==> src/rtl/agu_pkg.sv <==
package agu_pkg;

  localparam logic [1:0] MODE_NODISP = 2'b00;
  localparam logic [1:0] MODE_BYTE   = 2'b01;
  localparam logic [1:0] MODE_WORD   = 2'b10;
  localparam logic [1:0] MODE_REG    = 2'b11;
  localparam logic [2:0] RM_ESCAPE   = 3'b100;
  localparam logic [2:0] CODE_NOBASE = 3'b101;
  localparam logic [2:0] CODE_NOIDX  = 3'b100;

  typedef enum logic [1:0] {
    DISP_NONE = 2'd0,
    DISP_BYTE = 2'd1,
    DISP_WORD = 2'd2
  } disp_kind_e;

  typedef struct packed {
    logic       is_reg;
    logic       base_en;
    logic [2:0] base_sel;
    logic       idx_en;
    logic [2:0] idx_sel;
    logic [1:0] scale;
    disp_kind_e dk;
  } agu_ctl_t;

endpackage

==> src/rtl/agu_decode.sv <==
module agu_decode
  import agu_pkg::*;
(
  input  logic [1:0] mode,
  input  logic [2:0] rm,
  input  logic [7:0] sib,
  output agu_ctl_t   ctl
);

  logic [1:0] sib_scale;
  logic [2:0] sib_idx;
  logic [2:0] sib_base;
  logic       use_sib;

  assign sib_scale = sib[7:6];
  assign sib_idx   = sib[5:3];
  assign sib_base  = sib[2:0];
  assign use_sib   = (mode != MODE_REG) && (rm == RM_ESCAPE);

  always_comb begin
    ctl          = '0;
    ctl.dk       = DISP_NONE;
    ctl.is_reg   = (mode == MODE_REG);
    ctl.scale    = sib_scale;
    ctl.idx_sel  = sib_idx;
    ctl.base_sel = use_sib ? sib_base : rm;
    if (use_sib) begin
      ctl.idx_en  = (sib_idx != CODE_NOIDX);
      ctl.base_en = !((mode == MODE_NODISP) && (sib_base == CODE_NOBASE));
    end else if (mode != MODE_REG) begin
      ctl.idx_en  = 1'b0;
      ctl.base_en = !((mode == MODE_NODISP) && (rm == CODE_NOBASE));
    end
    unique case (mode)
      MODE_BYTE:   ctl.dk = DISP_BYTE;
      MODE_WORD:   ctl.dk = DISP_WORD;
      MODE_NODISP: ctl.dk = ctl.base_en ? DISP_NONE : DISP_WORD;
      default:     ctl.dk = DISP_NONE;
    endcase
  end

  // Cross-checks between independently derived control outputs
  always_comb begin
    if (ctl.is_reg) begin
      assert_reg_no_mem_R5: assert (!ctl.base_en && !ctl.idx_en && ctl.dk == DISP_NONE)
        else $error("register operand decoded with memory terms");
    end
    if (!ctl.is_reg && !ctl.base_en) begin
      assert_nobase_word_R8: assert (ctl.dk == DISP_WORD)
        else $error("missing base without a full displacement");
    end
    if (ctl.idx_en) begin
      assert_idx_needs_sib_R7: assert (rm == RM_ESCAPE && sib_idx != CODE_NOIDX)
        else $error("index term enabled outside escape form");
    end
  end

endmodule

==> src/rtl/agu_regread.sv <==
module agu_regread #(
  parameter int NUM_REGS = 8,
  parameter int DATA_W   = 32,
  localparam int SEL_W   = $clog2(NUM_REGS)
) (
  input  logic [NUM_REGS*DATA_W-1:0] file_flat,
  input  logic [SEL_W-1:0]           sel,
  output logic [DATA_W-1:0]          data
);

  logic [DATA_W-1:0] regs [NUM_REGS];

  genvar g;
  generate
    for (g = 0; g < NUM_REGS; g++) begin : g_slice
      assign regs[g] = file_flat[g*DATA_W +: DATA_W];
    end
  endgenerate

  assign data = regs[sel];

endmodule

==> src/rtl/agu_sum.sv <==
module agu_sum
  import agu_pkg::*;
#(
  parameter int ADDR_W = 32,
  parameter int BYTE_W = 8
) (
  input  logic [ADDR_W-1:0] base_val,
  input  logic              base_en,
  input  logic [ADDR_W-1:0] idx_val,
  input  logic              idx_en,
  input  logic [1:0]        scale,
  input  logic [ADDR_W-1:0] disp_raw,
  input  disp_kind_e        dk,
  output logic [ADDR_W-1:0] addr
);

  logic [ADDR_W-1:0] base_term;
  logic [ADDR_W-1:0] idx_term;
  logic [ADDR_W-1:0] disp_term;

  assign base_term = base_en ? base_val : '0;
  assign idx_term  = idx_en ? (idx_val << scale) : '0;

  always_comb begin
    unique case (dk)
      DISP_BYTE: disp_term = {{(ADDR_W-BYTE_W){disp_raw[BYTE_W-1]}}, disp_raw[BYTE_W-1:0]};
      DISP_WORD: disp_term = disp_raw;
      default:   disp_term = '0;
    endcase
  end

  // Three-operand add, carries beyond ADDR_W discarded (modulo wrap)
  assign addr = base_term + idx_term + disp_term;

endmodule

==> src/rtl/agu_stage.sv <==
module agu_stage
  import agu_pkg::*;
#(
  parameter int ADDR_W   = 32,
  parameter int NUM_GPR  = 8,
  localparam int SEL_W   = $clog2(NUM_GPR),
  localparam int FLAT_W  = NUM_GPR * ADDR_W
) (
  input  logic              clk,
  input  logic              rst_n,
  input  logic              in_valid,
  output logic              in_ready,
  input  logic [1:0]        in_mode,
  input  logic [2:0]        in_rm,
  input  logic [7:0]        in_sib,
  input  logic [ADDR_W-1:0] in_disp,
  input  logic [FLAT_W-1:0] gpr_flat,
  output logic              out_valid,
  input  logic              out_ready,
  output logic [ADDR_W-1:0] out_addr,
  output logic              out_is_reg,
  output logic [2:0]        out_rm
);

  agu_ctl_t          ctl;
  logic [ADDR_W-1:0] base_val;
  logic [ADDR_W-1:0] idx_val;
  logic [ADDR_W-1:0] sum_addr;
  logic              accept;

  agu_decode u_decode (
    .mode (in_mode),
    .rm   (in_rm),
    .sib  (in_sib),
    .ctl  (ctl)
  );

  agu_regread #(.NUM_REGS(NUM_GPR), .DATA_W(ADDR_W)) u_rd_base (
    .file_flat (gpr_flat),
    .sel       (SEL_W'(ctl.base_sel)),
    .data      (base_val)
  );

  agu_regread #(.NUM_REGS(NUM_GPR), .DATA_W(ADDR_W)) u_rd_idx (
    .file_flat (gpr_flat),
    .sel       (SEL_W'(ctl.idx_sel)),
    .data      (idx_val)
  );

  agu_sum #(.ADDR_W(ADDR_W)) u_sum (
    .base_val (base_val),
    .base_en  (ctl.base_en),
    .idx_val  (idx_val),
    .idx_en   (ctl.idx_en),
    .scale    (ctl.scale),
    .disp_raw (in_disp),
    .dk       (ctl.dk),
    .addr     (sum_addr)
  );

  assign in_ready = !out_valid || out_ready;
  assign accept   = in_valid && in_ready;

  always_ff @(posedge clk or negedge rst_n) begin
    if (!rst_n) begin
      out_valid <= 1'b0;
    end else if (in_ready) begin
      out_valid <= in_valid;
    end
  end

  always_ff @(posedge clk or negedge rst_n) begin
    if (!rst_n) begin
      out_addr   <= '0;
      out_is_reg <= 1'b0;
      out_rm     <= '0;
    end else if (accept) begin
      out_addr   <= ctl.is_reg ? '0 : sum_addr;
      out_is_reg <= ctl.is_reg;
      out_rm     <= in_rm;
    end
  end

  assert_stall_hold_R10: assert property (@(posedge clk) disable iff (!rst_n)
    (out_valid && !out_ready) |=> (out_valid && $stable(out_addr) && $stable(out_is_reg) && $stable(out_rm)))
    else $error("held result changed during stall");

  assert_accept_shows_R10: assert property (@(posedge clk) disable iff (!rst_n)
    (in_valid && in_ready) |=> out_valid)
    else $error("accepted request not presented next cycle");

  assert_empty_ready_R10: assert property (@(posedge clk) disable iff (!rst_n)
    !out_valid |-> in_ready)
    else $error("empty stage refuses input");

  assert_reg_zero_R5: assert property (@(posedge clk) disable iff (!rst_n)
    (out_valid && out_is_reg) |-> (out_addr == '0))
    else $error("register operand with nonzero address");

endmodule

==> config.mk <==
export PLATFORM = sky130hd
export DESIGN_NAME = agu_stage
export DESIGN_NICKNAME = d
export VERILOG_FILES = /design/src/rtl/agu_pkg.sv /design/src/rtl/agu_decode.sv /design/src/rtl/agu_regread.sv /design/src/rtl/agu_sum.sv /design/src/rtl/agu_stage.sv
export SDC_FILE = /design/constraint.sdc
export NUM_CORES = 1
export LEC_CHECK = 0
export BUFFER_PORTS_ARGS = -buffer_cell sky130_fd_sc_hd__buf_4
export CAP_MARGIN = 15
export CORE_MARGIN = 8
export CORE_UTILIZATION = 52
export DETAILED_ROUTE_END_ITERATION = 7
export PLACE_DENSITY = 0.84
export REMOVE_ABC_BUFFERS = 1
export SLEW_MARGIN = 5
export SYNTH_ARGS = -nofsm -noshare
export SYNTH_HDL_FRONTEND = slang
export SYNTH_SLANG_ARGS = --single-unit
export TNS_END_PERCENT = 1
==> constraint.sdc <==
create_clock -name clk -period 1.85 [get_ports clk]
set_input_delay 0.37 -clock clk [delete_from_list [all_inputs] [get_ports clk]]
set_output_delay 0.37 -clock clk [all_outputs]
set_load 0.05 [all_outputs]
======== Yosys cells after proc, flatten, opt, wreduce, memory -nomap -nowiden ========
Cells that the tools add are included.
storage, ports and cells
  input port bits ......................... 305
  bits in registers ....................... 37
  logic and storage cells ................. 46
cells by class
  order comparisons ....................... 2
  shift-type cells ........................ 1
  eq/ne operators ......................... 10
  bitwise operators ....................... 2
  mux-type cells .......................... 16
  add/subtract/negate cells ............... 2
  reduce and logical (&&, ||, !) cells .... 9
operators by type and width
  operator            count
  $mux 32             7
  $bmux 32 s3         2
  $add 32x32->32      2
  $pmux 32 s2         1
  $shl 32x2->32       1
  $eq 3x3->1 const B  3
  $ge 4x4->1 const B  2
  $not 3->4           2
  $eq 2x2->1 const B  3
  $pmux 2 s3          1
  $eq 2x1->1 const B  2
  $logic_and 1x1->1   4
  $logic_not 1->1     3
  $mux 1              3
  $mux 3              1
  $ne 3x3->1 const B  1
  $logic_not 2->1     1
  $mux 2              1
  $ne 2x2->1 const B  1
  $logic_or 1x1->1    1

======== Depth between registers and ports, before layout ========
  depth in word-level cells ............... 11
  mapped depth ............................ 24
  depth with buffers taken out ............ 23

======== Hierarchy ========
From an unflattened synthesis, not the netlist that was laid out.
second synthesis, totals
  cells, all modules ...................... 871
  area total of the unflattened synthesis .. 9975.8 um^2
by module, submodules not included
  module       seq. area each (um^2)  cells an instance  instances  area each (um^2)
  agu_regread  0.0                    114                2          2073.2
  agu_sum      0.0                    507                1          3957.5
  agu_stage    925.9                  114                1          1724.2
  agu_decode   0.0                    22                 1          147.6

======== Least setup slack after synthesis ========
Ideal clock, no wire load.
  path type ............................... input-to-reg
  from .................................... input in_rm[1]
  to ...................................... register out_addr[21]
  stages .................................. 23
  path slack .............................. -3.257 ns
  buffers on the path ..................... 2
  data required time ...................... 1.717 ns
  arrival ................................. 4.974 ns
  library setup time ...................... 0.133 ns
  cell sequence ........................... buf_2 nor2b_1 nand3_1 o32ai_1 a21o_1 nor2_1 nor2_1 ha_1 clkbuf_1 nor2_1 nand2_1 fa_1 inv_1 ha_1 fa_1 a211oi_2 o21ai_1 nor4bb_1 or3_1 a211o_1 a41oi_1 xor2_1 o21ai_0
between the ends
  word-level cells in the longest chain between the ends .. 11
RTL lines
  element                                                             RTL line                             RTL
  start, declared                                                     agu_stage.sv:14                      input logic [2:0] in_rm,
  $eq 3x3->1 (on tied branches)                                       agu_decode.sv:18, agu_decode.sv:32
  $logic_and 1x1->1 (on tied branches)                                agu_decode.sv:18, agu_decode.sv:32
  $mux 3 / $logic_not 1->1 (equally long branches)                    agu_decode.sv:26, agu_decode.sv:32
  $not 3->4 (implied by the code) / $mux 1 (equally long branches)    agu_regread.sv:20, agu_decode.sv:30
  $bmux 32 s3 / $mux 1 (equally long branches)                        agu_regread.sv:20, agu_decode.sv:27
  $mux 32 (implied by the code) / $mux 2 (equally long branches)      agu_regread.sv:20, agu_decode.sv:37
  $mux 32 (implied by the code) / $pmux 2 s3 (equally long branches)  agu_regread.sv:20, agu_decode.sv:34
  $mux 32 (tied with other cells)                                     agu_sum.sv:21                        assign base_term = base_en ? base_val : '0;
  $add 32x32->32 / $pmux 32 s2 (equally long branches)                agu_sum.sv:33, agu_sum.sv:25
  $add 32x32->32 (*)                                                  agu_sum.sv:33                        assign addr = base_term + idx_term + disp_term;
  $mux 32 (*)                                                         agu_stage.sv:78                      out_addr <= ctl.is_reg ? '0 : sum_addr;
  end signal, assigned                                                agu_stage.sv:78
  end, declared                                                       agu_stage.sv:20                      output logic [ADDR_W-1:0] out_addr,
Every way passes the cells marked *; elsewhere a longest branch is shown, timed or not. The select of a mux whose other input is x is not followed.
A chain may end at the register's enable or synchronous reset.

======== Worst setup path after layout ========
  from .................................... input in_rm[0]
  to ...................................... register out_addr[21]
The elaborated chain is that of the path after synthesis.

==> flow_metrics.py <==
metrics = {
    "floorplan": {
        "core_sq_mm": 0.0170,
        "die_h_microns": 147,
        "die-width_microns": 147,
        "start_util_pct": 52.3,
        "die_area_sq_mm": 0.0216,
        "pin_count": 343,
        "row_count": 48,
    },
    "grt": {
        "grt_pass1_wl_microns": 56900,
        "grt_usage_pct": 32.7,
        "grt_pass1_vias": 10727,
        "grt_antenna_before_repair": 1,
        "gr-total-overflow": 0,
        "grt_max_degree": 38,
    },
    "routing": {
        "viasPerCell": 6.36,
        "drc": 2,
        "drt_wl_total_microns": 37400,
        "wl_per_cell_microns": 23.5,
        "initialDrtViolationCount": 1125,
        "drt_first_pass_iters": 8,
        "postRouteAntennaNets": 0,
        "via_count": 10106,
    },
    "clocking": {
        "clkLatencyLatePin_ns": 0.28,
        "cts.path.max_buffers": 2,
        "cts_made_buffers": 5,
        "cts_sinks": 37,
        "cts.htree.levels": 2,
        "clk_pin_slew_worst_paths_ns": 0.06,
        "cts_tree": "done",
        "cts-root-buf": "clkbuf_16",
        "ctsHoldBuffers": 0,
    },
    "hold_path": {
        "holdCritPathClass": "primary input to asynchronous set/reset pin",
    },
    "power": {
        "irDropWorstVdd_uv": 520,
        "leakage_nw": 6.43,
        "cellPowerDensity_mw_per_mm2": 539,
    },
    "worst_setup_path": {
        "worstPathArrival_ns": 4.70,
        "critPathLaunchType": "primary input",
        "crit_type": "primary input to flop",
        "crit_fanout": 6,
        "worstPathRequired_ns": 2.02,
        "endpoint_kind": "flop",
    },
    "timing": {
        "slew_violations": 0,
        "max_slew.worst_pin.slew_ns": 0.528,
        "period_minus_slack_ns": 4.54,
        "rsz0062_at_grt": "true",
        "skew_ns": 0.00439,
        "worst_slack_ns": -2.69,
        "max_slew_margin_pct": 64.7,
        "max_freq_mhz": 220,
        "fin_crit_sh_pct": 245,
        "setup_viol": 32,
        "finalHoldViolations": 0,
    },
    "final_layout": {
        "nets": 1731,
        "finalNonFillerCells": 1589,
        "multiInputGateArea_sq_mm": 0.00776,
        "top_regs": "out_addr: 32 flops, out_rm: 3 flops",
        "largest_reg_flops": 32,
        "syn_to_final_growth_pct": 52.4,
        "regArea_sq_um": 926,
        "layout-drive-gt1-share_pct": 55.0,
        "fill_cells": 1046,
        "top_register": "out_addr",
    },
    "synth": {
        "synth_top_area_cell": "mux4_2",
        "syn_inst": 905,
        "syn_avg_cell_area_sq_um": 9.83,
        "synth_ff_type": "dfrtp_1",
        "ys.warnings.count": 0,
        "async_flop_share_pct": 100,
        "synth_seq_area_share_pct": 10.4,
        "yosys-top-cells-count": "137 x nand2_1, 122 x mux4_2, 74 x inv_1, 67 x a21o_1, 41 x o21ai_0",
        "synth_top_area_share_pct": 30.9,
        "synth_edf_count": 0,
        "yosysMostFrequentCell": "nand2_1",
        "ys_ff_latch": 37,
        "synth.distinct_cells": 64,
        "synth_area_sq_mm": 0.00890,
        "synth.top_cells.by_area": "mux4_2 31%, dfrtp_1 10%, fa_1 7.2%",
    },
    "place": {
        "preCtsSetupSlack_ns": -3.23,
        "gp_congestion": 0.992,
        "port-buffer-count": 342,
        "placed_cells": 1564,
        "dp_hpwl_microns": 29500,
    },
    "run_status": {
        "status": "complete, but fails checks",
        "violations": "DRC, setup timing",
    },
    "job": {
        "drv_cap": 0,
    },
}
==> metal layers <==
layer | track usage (%) | up-vias | part of all wire (%)
met5 | 0 | - | 0
met1 | 38.5 | 4868 | 34
met3 | 7.11 | 161 | 10
met4 | 15.0 | 0 | 5.9
met2 | 56.2 | 732 | 49
li1 | - | 4345 | -
==> cells in the final DEF, fill, tap and decap left out, types with 4 or more instances in the layout <==
master / count
a21o_1: 67
a21oi_1: 17
ha_4: 10
nor3_1: 9
nor3b_1: 5
a22o_1: 6
nand2_1: 134
buf_12: 14
o21ai_0: 22
mux2_2: 32
a21oi_2: 9
buf_4: 499
inv_1: 70
nor2b_1: 4
xnor2_2: 4
xor2_1: 7
o21a_1: 5
xnor2_1: 11
o21ai_2: 4
mux2i_1: 35
a32o_1: 4
o21ai_1: 17
buf_6: 4
ha_1: 20
nor2_1: 29
fa_1: 31
o22a_1: 25
mux4_2: 122
nand2b_1: 4
nand3_1: 10
mux4_1: 4
dfrtp_1: 37
clkbuf_16: 5
inv_2: 4
==> per-stage QoR <==
stage	total power [mW]	util [%]	hold slack [ns]	setup TNS, ns	instance area (sq um)
after detailed placement	5.87	75.4	0.365	-81.99	12800
after global placement	5.74	75.4	0.365	-75.44	12800
after CTS	7.12	79.2	0.0691	-63.27	13500
after floorplan	3.80	-	0.0744	-177.67	8590
after global routing	7.66	79.8	0.0928	-74.48	13600
final	7.30	79.8	0.0511	-70.46	13600
==> worst max-delay path, stage by stage <==
cell      delay (ns)
buf_6           0.09
and2b_1         0.23
nand3_2         0.08
o32ai_2         0.27
a21o_1          0.18
nor2_2          0.04
nor2_2          0.11
buf_4           0.14
ha_4            0.17
nor2_2          0.07
nor2_4          0.13
buf_6           0.15
nand2_2         0.07
fa_1            0.52
inv_2           0.08
fa_2            0.43
a211oi_4        0.30
o21ai_2         0.09
nor4bb_1        0.13
or3_1           0.35
a211o_1         0.30
a41oi_2         0.16
xor2_1          0.16
o21ai_1         0.07
==> logic make-up after synthesis <==
group / after synthesis / share of synthesized area (%)
buffers and inverters: 143 / 6.60
muxes: 194 / 40.3
and+or+nand+nor: 232 / 11.9
adders and majority gates: 64 / 11.7
AOI/OAI and AO/OA: 213 / 16.9
xor gates and xnor gates: 22 / 2.17
DFF: 37 / 10.4
==> power breakdown <==
part / internal, mW / switching (mW) / leakage [nW] / total (mW)
Sequential: 0.994 / 0.113 / 0.471 / 1.11
Clock: 0.674 / 0.339 / 0.0841 / 1.01
Combinational: 2.48 / 2.71 / 5.88 / 5.18
==> repair_timing <==
item,4_1_cts,5_1_grt
endpoints found under the setup margin,32,32
cloned,2,0
buffers inserted,11,3
gates resized for setup,84,13
pin swaps,38,12
==> path summary, 6_finish.rpt <==
check,from,to,slack (ns),cells after the start
min reg2reg,out_addr[12],out_addr[12],0.49,2
max,in_rm[0],out_addr[21],-2.69,24
min,rst_n,out_addr[29],0.05,1
max reg2reg,out_valid,out_addr[14],0.15,4
max in group asynchronous,rst_n,out_addr[6],1.46,1
min in group clk,in_valid,out_valid,0.32,2
==> final cells by class <==
type,count,share of cell area (%)
multi-input combinational,725,57.3
antenna,1,0.0185
clock buffer,7,1.05
clock inverter,1,0.221
tap,225,2.08
inverter,74,2.05
timing repair buffer,519,30.5
sequential,37,6.83
Note: power is estimated with default switching activity, not from simulation.
